<file path="config.mk">
export PLATFORM = sky130hd
export DESIGN_NAME = dmac_top
export DESIGN_NICKNAME = d
export VERILOG_FILES = /design/src/rtl/dmac_pkg.sv /design/src/rtl/dmac_regs.sv /design/src/rtl/dmac_arb.sv /design/src/rtl/dmac_busmux.sv /design/src/rtl/dmac_top.sv
export SDC_FILE = /design/constraint.sdc
export NUM_CORES = 1
export LEC_CHECK = 0
export ABC_AREA = 1
export BUFFER_PORTS_ARGS = -buffer_cell sky130_fd_sc_hd__buf_2
export CORE_ASPECT_RATIO = 0.9
export CORE_MARGIN = 2
export CORE_UTILIZATION = 55
export CTS_BUF_LIST = sky130_fd_sc_hd__clkbuf_4 sky130_fd_sc_hd__clkbuf_8 sky130_fd_sc_hd__clkbuf_16
export CTS_CLUSTER_DIAMETER = 200
export DETAILED_ROUTE_END_ITERATION = 10
export PLACE_DENSITY = 0.88
export SLEW_MARGIN = 20
export SYNTH_ARGS = -nofsm -noshare
export SYNTH_HDL_FRONTEND = slang
export SYNTH_HIERARCHICAL = 1
export SYNTH_SLANG_ARGS = --single-unit
</file>
<file path="constraint.sdc">
create_clock -name clk -period 5.5 [get_ports clk]
set_input_delay 0.825 -clock clk [delete_from_list [all_inputs] [get_ports clk]]
set_output_delay 0.825 -clock clk [all_outputs]
set_load 0.1 [all_outputs]
</file>
<file path="src/rtl/dmac_pkg.sv">
package dmac_pkg;

    localparam int REG_AW = 3;

    localparam logic [REG_AW-1:0] OFF_CTRL  = 3'd0;
    localparam logic [REG_AW-1:0] OFF_STAT  = 3'd1;
    localparam logic [REG_AW-1:0] OFF_MADDR = 3'd2;
    localparam logic [REG_AW-1:0] OFF_COUNT = 3'd3;
    localparam logic [REG_AW-1:0] OFF_DADDR = 3'd4;

    localparam int CTRL_START = 0;
    localparam int CTRL_DIR   = 1;
    localparam int CTRL_MODE  = 2;

    localparam int STAT_BUSY  = 0;
    localparam int STAT_DONE  = 1;

    typedef enum logic [1:0] {
        ST_IDLE = 2'd0,
        ST_ARM  = 2'd1,
        ST_REQ  = 2'd2,
        ST_OWN  = 2'd3
    } chan_state_e;

    typedef struct packed {
        logic steal;   // 1: give the bus back after every word
        logic to_dev;  // 1: memory to device, 0: device to memory
    } xfer_cfg_t;

    function automatic logic is_last(input logic [31:0] remaining);
        return remaining == 32'd1;
    endfunction

endpackage

</file>
<file path="src/rtl/dmac_regs.sv">
module dmac_regs
    import dmac_pkg::*;
#(
    parameter int REG_W  = 16,
    parameter int ADDR_W = 16,
    parameter int CNT_W  = 16,
    parameter int DEV_AW = 8
) (
    input  logic              clk,
    input  logic              rst,
    input  logic              cfg_wr,
    input  logic [REG_AW-1:0] cfg_addr,
    input  logic [REG_W-1:0]  cfg_wdata,
    output logic [REG_W-1:0]  cfg_rdata,
    input  logic              busy,
    input  logic              xfer,
    input  logic              set_done,
    output logic              start,
    output xfer_cfg_t         cfg,
    output logic [ADDR_W-1:0] maddr,
    output logic [DEV_AW-1:0] daddr,
    output logic              count_zero,
    output logic              count_last,
    output logic              done
);

    logic [CNT_W-1:0] count;
    logic             wr_open;
    logic             done_clr;

    assign wr_open    = cfg_wr && !busy;
    assign start      = wr_open && (cfg_addr == OFF_CTRL) && cfg_wdata[CTRL_START];
    assign done_clr   = cfg_wr && (cfg_addr == OFF_STAT) && cfg_wdata[STAT_DONE];
    assign count_zero = (count == '0);
    assign count_last = is_last(32'(count));

    always_ff @(posedge clk) begin
        if (rst) begin
            cfg   <= '0;
            maddr <= '0;
            daddr <= '0;
            count <= '0;
        end else if (xfer) begin
            maddr <= maddr + ADDR_W'(1);
            count <= count - CNT_W'(1);
        end else if (wr_open) begin
            case (cfg_addr)
                OFF_CTRL: begin
                    cfg.to_dev <= cfg_wdata[CTRL_DIR];
                    cfg.steal  <= cfg_wdata[CTRL_MODE];
                end
                OFF_MADDR: maddr <= cfg_wdata[ADDR_W-1:0];
                OFF_COUNT: count <= cfg_wdata[CNT_W-1:0];
                OFF_DADDR: daddr <= cfg_wdata[DEV_AW-1:0];
                default: ;
            endcase
        end
    end

    always_ff @(posedge clk) begin
        if (rst) begin
            done <= 1'b0;
        end else if (set_done) begin
            done <= 1'b1;
        end else if (start || done_clr) begin
            done <= 1'b0;
        end
    end

    always_comb begin
        cfg_rdata = '0;
        case (cfg_addr)
            OFF_CTRL: begin
                cfg_rdata[CTRL_DIR]  = cfg.to_dev;
                cfg_rdata[CTRL_MODE] = cfg.steal;
            end
            OFF_STAT: begin
                cfg_rdata[STAT_BUSY] = busy;
                cfg_rdata[STAT_DONE] = done;
            end
            OFF_MADDR: cfg_rdata = REG_W'(maddr);
            OFF_COUNT: cfg_rdata = REG_W'(count);
            OFF_DADDR: cfg_rdata = REG_W'(daddr);
            default:   cfg_rdata = '0;
        endcase
    end

    AST_ADDR_STEP: assert property (@(posedge clk) disable iff (rst)
        xfer |=> (maddr == $past(maddr) + ADDR_W'(1)) && (count == $past(count) - CNT_W'(1)));

    AST_BUSY_WR_IGNORED: assert property (@(posedge clk) disable iff (rst)
        (busy && cfg_wr && (cfg_addr == OFF_DADDR || cfg_addr == OFF_CTRL)) |=> (daddr == $past(daddr)) && (cfg == $past(cfg)));

    AST_IRQ_CLEAR: assert property (@(posedge clk) disable iff (rst)
        (done_clr && !set_done) |=> !done);

endmodule

</file>
<file path="src/rtl/dmac_arb.sv">
module dmac_arb
    import dmac_pkg::*;
(
    input  logic      clk,
    input  logic      rst,
    input  logic      start,
    input  logic      count_zero,
    input  logic      count_last,
    input  xfer_cfg_t cfg,
    input  logic      dev_ready,
    input  logic      bus_grant,
    output logic      bus_req,
    output logic      bus_ack,
    output logic      xfer,
    output logic      set_done,
    output logic      busy
);

    chan_state_e state;
    chan_state_e state_nx;

    assign bus_req  = (state == ST_REQ);
    assign bus_ack  = (state == ST_OWN);
    assign busy     = (state != ST_IDLE);
    assign xfer     = bus_ack && dev_ready;
    assign set_done = ((state == ST_IDLE) && start && count_zero) || (xfer && count_last);

    always_comb begin
        state_nx = state;
        case (state)
            ST_IDLE: if (start && !count_zero) state_nx = ST_ARM;
            ST_ARM:  if (dev_ready && !bus_grant) state_nx = ST_REQ;
            ST_REQ:  if (bus_grant) state_nx = ST_OWN;
            ST_OWN: begin
                if (xfer) begin
                    if (count_last)     state_nx = ST_IDLE;
                    else if (cfg.steal) state_nx = ST_ARM;
                end
            end
            default: state_nx = ST_IDLE;
        endcase
    end

    always_ff @(posedge clk) begin
        if (rst) state <= ST_IDLE;
        else     state <= state_nx;
    end

    AST_NO_REQ_WITH_ACK: assert property (@(posedge clk) disable iff (rst)
        !(bus_req && bus_ack));

    AST_ACK_AFTER_GRANT: assert property (@(posedge clk) disable iff (rst)
        $rose(bus_ack) |-> $past(bus_grant));

    AST_REREQ_AFTER_DROP: assert property (@(posedge clk) disable iff (rst)
        $rose(bus_req) |-> (!$past(bus_grant) && $past(dev_ready)));

    AST_STEAL_RELEASE: assert property (@(posedge clk) disable iff (rst)
        (xfer && cfg.steal) |=> !bus_ack);

    AST_BURST_HOLD: assert property (@(posedge clk) disable iff (rst)
        (bus_ack && !cfg.steal && !(xfer && count_last)) |=> bus_ack);

    AST_ZERO_NO_REQ: assert property (@(posedge clk) disable iff (rst)
        (!busy && start && count_zero) |=> (!busy && !bus_req));

endmodule

</file>
<file path="src/rtl/dmac_busmux.sv">
module dmac_busmux
    import dmac_pkg::*;
#(
    parameter int ADDR_W = 16,
    parameter int DATA_W = 16,
    parameter int DEV_AW = 8
) (
    input  logic              clk,
    input  logic              rst,
    input  logic              bus_ack,
    input  logic              xfer,
    input  xfer_cfg_t         cfg,
    input  logic [ADDR_W-1:0] maddr,
    input  logic [DEV_AW-1:0] daddr,
    input  logic [DATA_W-1:0] mem_rdata,
    input  logic [DATA_W-1:0] dev_rdata,
    output logic [ADDR_W-1:0] mem_addr,
    output logic [DATA_W-1:0] mem_wdata,
    output logic              mem_rd,
    output logic              mem_wr,
    output logic [DEV_AW-1:0] dev_addr,
    output logic [DATA_W-1:0] dev_wdata,
    output logic              dev_rd,
    output logic              dev_wr
);

    localparam int N_DIR = 2;

    logic [N_DIR-1:0] dir_hit;

    // One strobe pair per direction; index 1 is memory to device.
    for (genvar d = 0; d < N_DIR; d++) begin : g_dir
        assign dir_hit[d] = xfer && (cfg.to_dev == d[0]);
    end

    assign mem_addr  = bus_ack ? maddr : '0;
    assign dev_addr  = bus_ack ? daddr : '0;
    assign mem_wr    = dir_hit[0];
    assign dev_rd    = dir_hit[0];
    assign mem_rd    = dir_hit[1];
    assign dev_wr    = dir_hit[1];
    assign mem_wdata = dir_hit[0] ? dev_rdata : '0;
    assign dev_wdata = dir_hit[1] ? mem_rdata : '0;

    AST_QUIET_BUS: assert property (@(posedge clk) disable iff (rst)
        !bus_ack |-> (mem_addr == '0 && dev_addr == '0 && !mem_rd && !mem_wr && !dev_rd && !dev_wr
                      && mem_wdata == '0 && dev_wdata == '0));

    AST_ONE_DIRECTION: assert property (@(posedge clk) disable iff (rst)
        $countones({mem_rd, mem_wr}) <= 1);

endmodule

</file>
<file path="src/rtl/dmac_top.sv">
module dmac_top
    import dmac_pkg::*;
#(
    parameter int REG_W  = 16,
    parameter int ADDR_W = 16,
    parameter int DATA_W = 16,
    parameter int CNT_W  = 16,
    parameter int DEV_AW = 8
) (
    input  logic              clk,
    input  logic              rst,
    input  logic              cfg_wr,
    input  logic [2:0]        cfg_addr,
    input  logic [REG_W-1:0]  cfg_wdata,
    output logic [REG_W-1:0]  cfg_rdata,
    output logic              bus_req,
    input  logic              bus_grant,
    output logic              bus_ack,
    output logic [ADDR_W-1:0] mem_addr,
    output logic [DATA_W-1:0] mem_wdata,
    input  logic [DATA_W-1:0] mem_rdata,
    output logic              mem_rd,
    output logic              mem_wr,
    input  logic              dev_ready,
    output logic [DEV_AW-1:0] dev_addr,
    output logic [DATA_W-1:0] dev_wdata,
    input  logic [DATA_W-1:0] dev_rdata,
    output logic              dev_rd,
    output logic              dev_wr,
    output logic              irq
);

    xfer_cfg_t         cfg;
    logic [ADDR_W-1:0] maddr;
    logic [DEV_AW-1:0] daddr;
    logic              start;
    logic              busy;
    logic              xfer;
    logic              set_done;
    logic              count_zero;
    logic              count_last;
    logic              done;

    dmac_regs #(
        .REG_W (REG_W),
        .ADDR_W(ADDR_W),
        .CNT_W (CNT_W),
        .DEV_AW(DEV_AW)
    ) u_regs (
        .clk       (clk),
        .rst       (rst),
        .cfg_wr    (cfg_wr),
        .cfg_addr  (cfg_addr),
        .cfg_wdata (cfg_wdata),
        .cfg_rdata (cfg_rdata),
        .busy      (busy),
        .xfer      (xfer),
        .set_done  (set_done),
        .start     (start),
        .cfg       (cfg),
        .maddr     (maddr),
        .daddr     (daddr),
        .count_zero(count_zero),
        .count_last(count_last),
        .done      (done)
    );

    dmac_arb u_arb (
        .clk       (clk),
        .rst       (rst),
        .start     (start),
        .count_zero(count_zero),
        .count_last(count_last),
        .cfg       (cfg),
        .dev_ready (dev_ready),
        .bus_grant (bus_grant),
        .bus_req   (bus_req),
        .bus_ack   (bus_ack),
        .xfer      (xfer),
        .set_done  (set_done),
        .busy      (busy)
    );

    dmac_busmux #(
        .ADDR_W(ADDR_W),
        .DATA_W(DATA_W),
        .DEV_AW(DEV_AW)
    ) u_busmux (
        .clk      (clk),
        .rst      (rst),
        .bus_ack  (bus_ack),
        .xfer     (xfer),
        .cfg      (cfg),
        .maddr    (maddr),
        .daddr    (daddr),
        .mem_rdata(mem_rdata),
        .dev_rdata(dev_rdata),
        .mem_addr (mem_addr),
        .mem_wdata(mem_wdata),
        .mem_rd   (mem_rd),
        .mem_wr   (mem_wr),
        .dev_addr (dev_addr),
        .dev_wdata(dev_wdata),
        .dev_rd   (dev_rd),
        .dev_wr   (dev_wr)
    );

    assign irq = done;

    AST_IRQ_NOT_BUSY: assert property (@(posedge clk) disable iff (rst)
        $rose(irq) |-> !bus_ack && !bus_req);

endmodule

</file>
==> results.yml <==
place:
  dp_hpwl_mm: 8.64
  gp_congestion: 0.960
  postPlaceCellArea_mm2: 0.00434
  io_buffer_count: 134
timing:
  maxSlewHeadroom_pct: 33.0
  tightest_slew_ns: 1.00
  max_freq_mhz: 275
  min_period_ns: 3.63
  final.setup.tns_ns: 0
  slew_violations: 0
  rsz0062_at_grt: "false"
  finalHoldViolCount: 0
  fin_crit_sh_pct: 66.0
  skew_ns: 0.00322
  setup_viol: 0
floorplanning:
  ios: 135
  fp.dieH_um: 81.7
  core_mm2: 0.00652
  die_w_um: 90.3
  start_util_pct: 56.5
  die_area_mm2: 0.00737
  num_rows: 28
grt:
  antenna_found_initial: 0
  grt_pass1_vias: 3829
  grt_max_degree: 39
  grt_overflow: 0
  grt_pass1_wl_mm: 18.1
  track_usage_pct: 29.9
logic_synthesis:
  synth.avg_cell_area_um2: 5.62
  syn_area_mm2: 0.00368
  synthesis.nets: 719
  synth_cells: 656
  ys_warn_count: 6
  ys_ff_latch: 45
  ys_async_sr_fraction_pct: 0
  synthFlopType: "dfxtp_1"
  synth_cell_types: 33
  synth-seq-area-share_pct: 24.4
  synth_area_leaders: "dfxtp_1, nand2_1, inv_1, nor2_1, nand3_1"
  synth_top_area_share_pct: 24.4
  yosys.area.top_type: "dfxtp_1"
  synth_edf_count: 0
power_and_ir_drop:
  power.share.switching_pct: 48.3
  p_leak_nw: 2.62
  clock_power_share_pct: 18.6
  p_sw_uw: 576
  power_frac_comb_pct: 48.2
  power-per-cell-area_mw_per_mm2: 269
  max-vdd-ir-drop_v: 0.000143
  seq_power_share_pct: 33.2
  internal_power_uw: 617
worst_setup_path:
  reg2reg_depth: 9
  start_kind: "register"
  cp_data_required_time_ns: 5.67
  crit_arrival_ns: 3.80
  endpoint_kind: "register"
  cp_max_fo: 38
  crit_type: "register to register"
  reg2reg_slack_ns: 1.87
clocking:
  cts_sinks: 45
  path_clk_slew_ns: 0.08
  worst_skew_pair.late_latency_ns: 0.31
  post_cts_buffers: 0
  clk_path_buf_depth: 2
  cts_tree: "built"
  cts_repair_resize_count: 0
  cts_buffers: 5
  ctsHoldBuffers: 0
  cts-root-buf: "clkbuf_8"
  cts-htree-levels: 2
outcome:
  status: "finished clean"
layout:
  area_delta_synth_final_pct: 20.2
  design_area_mm2: 0.00443
  final_cell_mix: "nand2_1, buf_2, inv_1"
  drive_above_1_share_pct: 22.4
  mostFrequentLayoutCell: "nand2_1"
  final_nets: 840
  antenna_cells: 0
  fill_cells: 596
drt:
  drt-total-wl_mm: 11.7
  drc: 0
  drtAntennaViolNets: 0
  wl_per_cell_um: 13.5
  first_iter_violations: 668
  routed_via_density: 5.31
  dr.pass1.iters: 7
  num_vias: 4600
job:
  drv_cap: 0
worst_hold_path:
  hold_class: "register to register"
  whs_path_depth: 2
==> layout make-up <==
| cell class | instances | area (um2) | area share [%] |
|---|---|---|---|
| clock buffers | 7 | 90.1 | 2.03 |
| inverters | 140 | 526 | 11.9 |
| multi-input cells | 450 | 2120 | 47.9 |
| flip-flops and latches | 45 | 901 | 20.3 |
| well taps | 90 | 113 | 2.54 |
| repair buffers | 135 | 678 | 15.3 |
==> synthesized netlist by cell type, drive strengths merged, types with 4 or more instances <==
master / count
nand2: 185
inv: 139
nor2: 103
dfxtp: 45
nand3: 45
a21oi: 35
o21ai: 31
buf: 13
a31oi: 9
o22ai: 9
clkbuf: 8
ha: 7
nand4: 5
nor3: 5
o211ai: 5
o221ai: 4
==> power by group through the flow <==
stage,registers (mW),clock network (mW),logic (mW)
after floorplan,0.393,0,0.455
after global placement,0.399,0,0.541
after detailed placement,0.401,0,0.561
after CTS,0.394,0.220,0.564
after global routing,0.400,0.234,0.630
final,0.395,0.222,0.575
==> worst paths after layout <==
kind | start | endpoint
worst min register to register | u_regs/daddr[5]$_SDFFE_PP0P_ | u_regs/daddr[5]$_SDFFE_PP0P_
worst min-delay path | u_regs/daddr[5]$_SDFFE_PP0P_ | u_regs/daddr[5]$_SDFFE_PP0P_
worst max-delay path | u_arb/state[1]$_SDFFE_PP0P_ | u_regs/count[5]$_SDFFE_PP0P_
worst max register to register | u_arb/state[1]$_SDFFE_PP0P_ | u_regs/count[5]$_SDFFE_PP0P_
==> kinds of logic (layout without fill, tap and decap cells) <==
group                    after synthesis  count (layout)  synth area share (%)
AO/OA/AOI/OAI                         96              96                  14.9
XOR/XNOR                               2               2                 0.475
adder cells (fa/ha/maj)                7               7                  2.38
buffers and inverters                161             282                  18.0
flip-flops                            45              45                  24.4
AND/OR/NAND/NOR                      345             345                  39.8
==> worst max-delay path: stages, from the launching register on <==
cell      delay (ns)
dfxtp_1         0.41
ha_1            0.85
nand2_1         0.16
inv_1           0.17
buf_4           0.43
clkinv_1        0.67
nor3_1          0.56
nand2_1         0.09
nand3_1         0.08
a21oi_1         0.07
==> sequential cells by signal, indices dropped and copies added (netlist names) <==
signal        flops
u_regs/done       1
u_regs/cfg        2
u_arb/state       2
u_regs/maddr     16
u_regs/count     16
u_regs/daddr      8
==> stage by stage <==
step / hold slack [ns] / worst slack (ns) / utilization [%] / power, mW / std cells
after floorplan: 0.467 / 1.49 / - / 0.848 / 656
after global placement: 0.484 / 2.18 / 66.6 / 0.940 / 860
after detailed placement: 0.494 / 1.95 / 66.6 / 0.962 / 860
after CTS: 0.505 / 1.96 / 68.0 / 1.18 / 867
after global routing: 0.534 / 1.62 / 68.0 / 1.26 / 867
final: 0.506 / 1.87 / 68.0 / 1.19 / 867
==> metal layers <==
layer	share of wire [%]	GRT usage (%)	vias to the layer above
met5	0	0	-
met4	2.5	9.23	0
met3	11	4.22	32
met2	46	53.8	306
met1	41	37.9	1998
li1	-	-	2264
(Power assumes the default switching activity.)
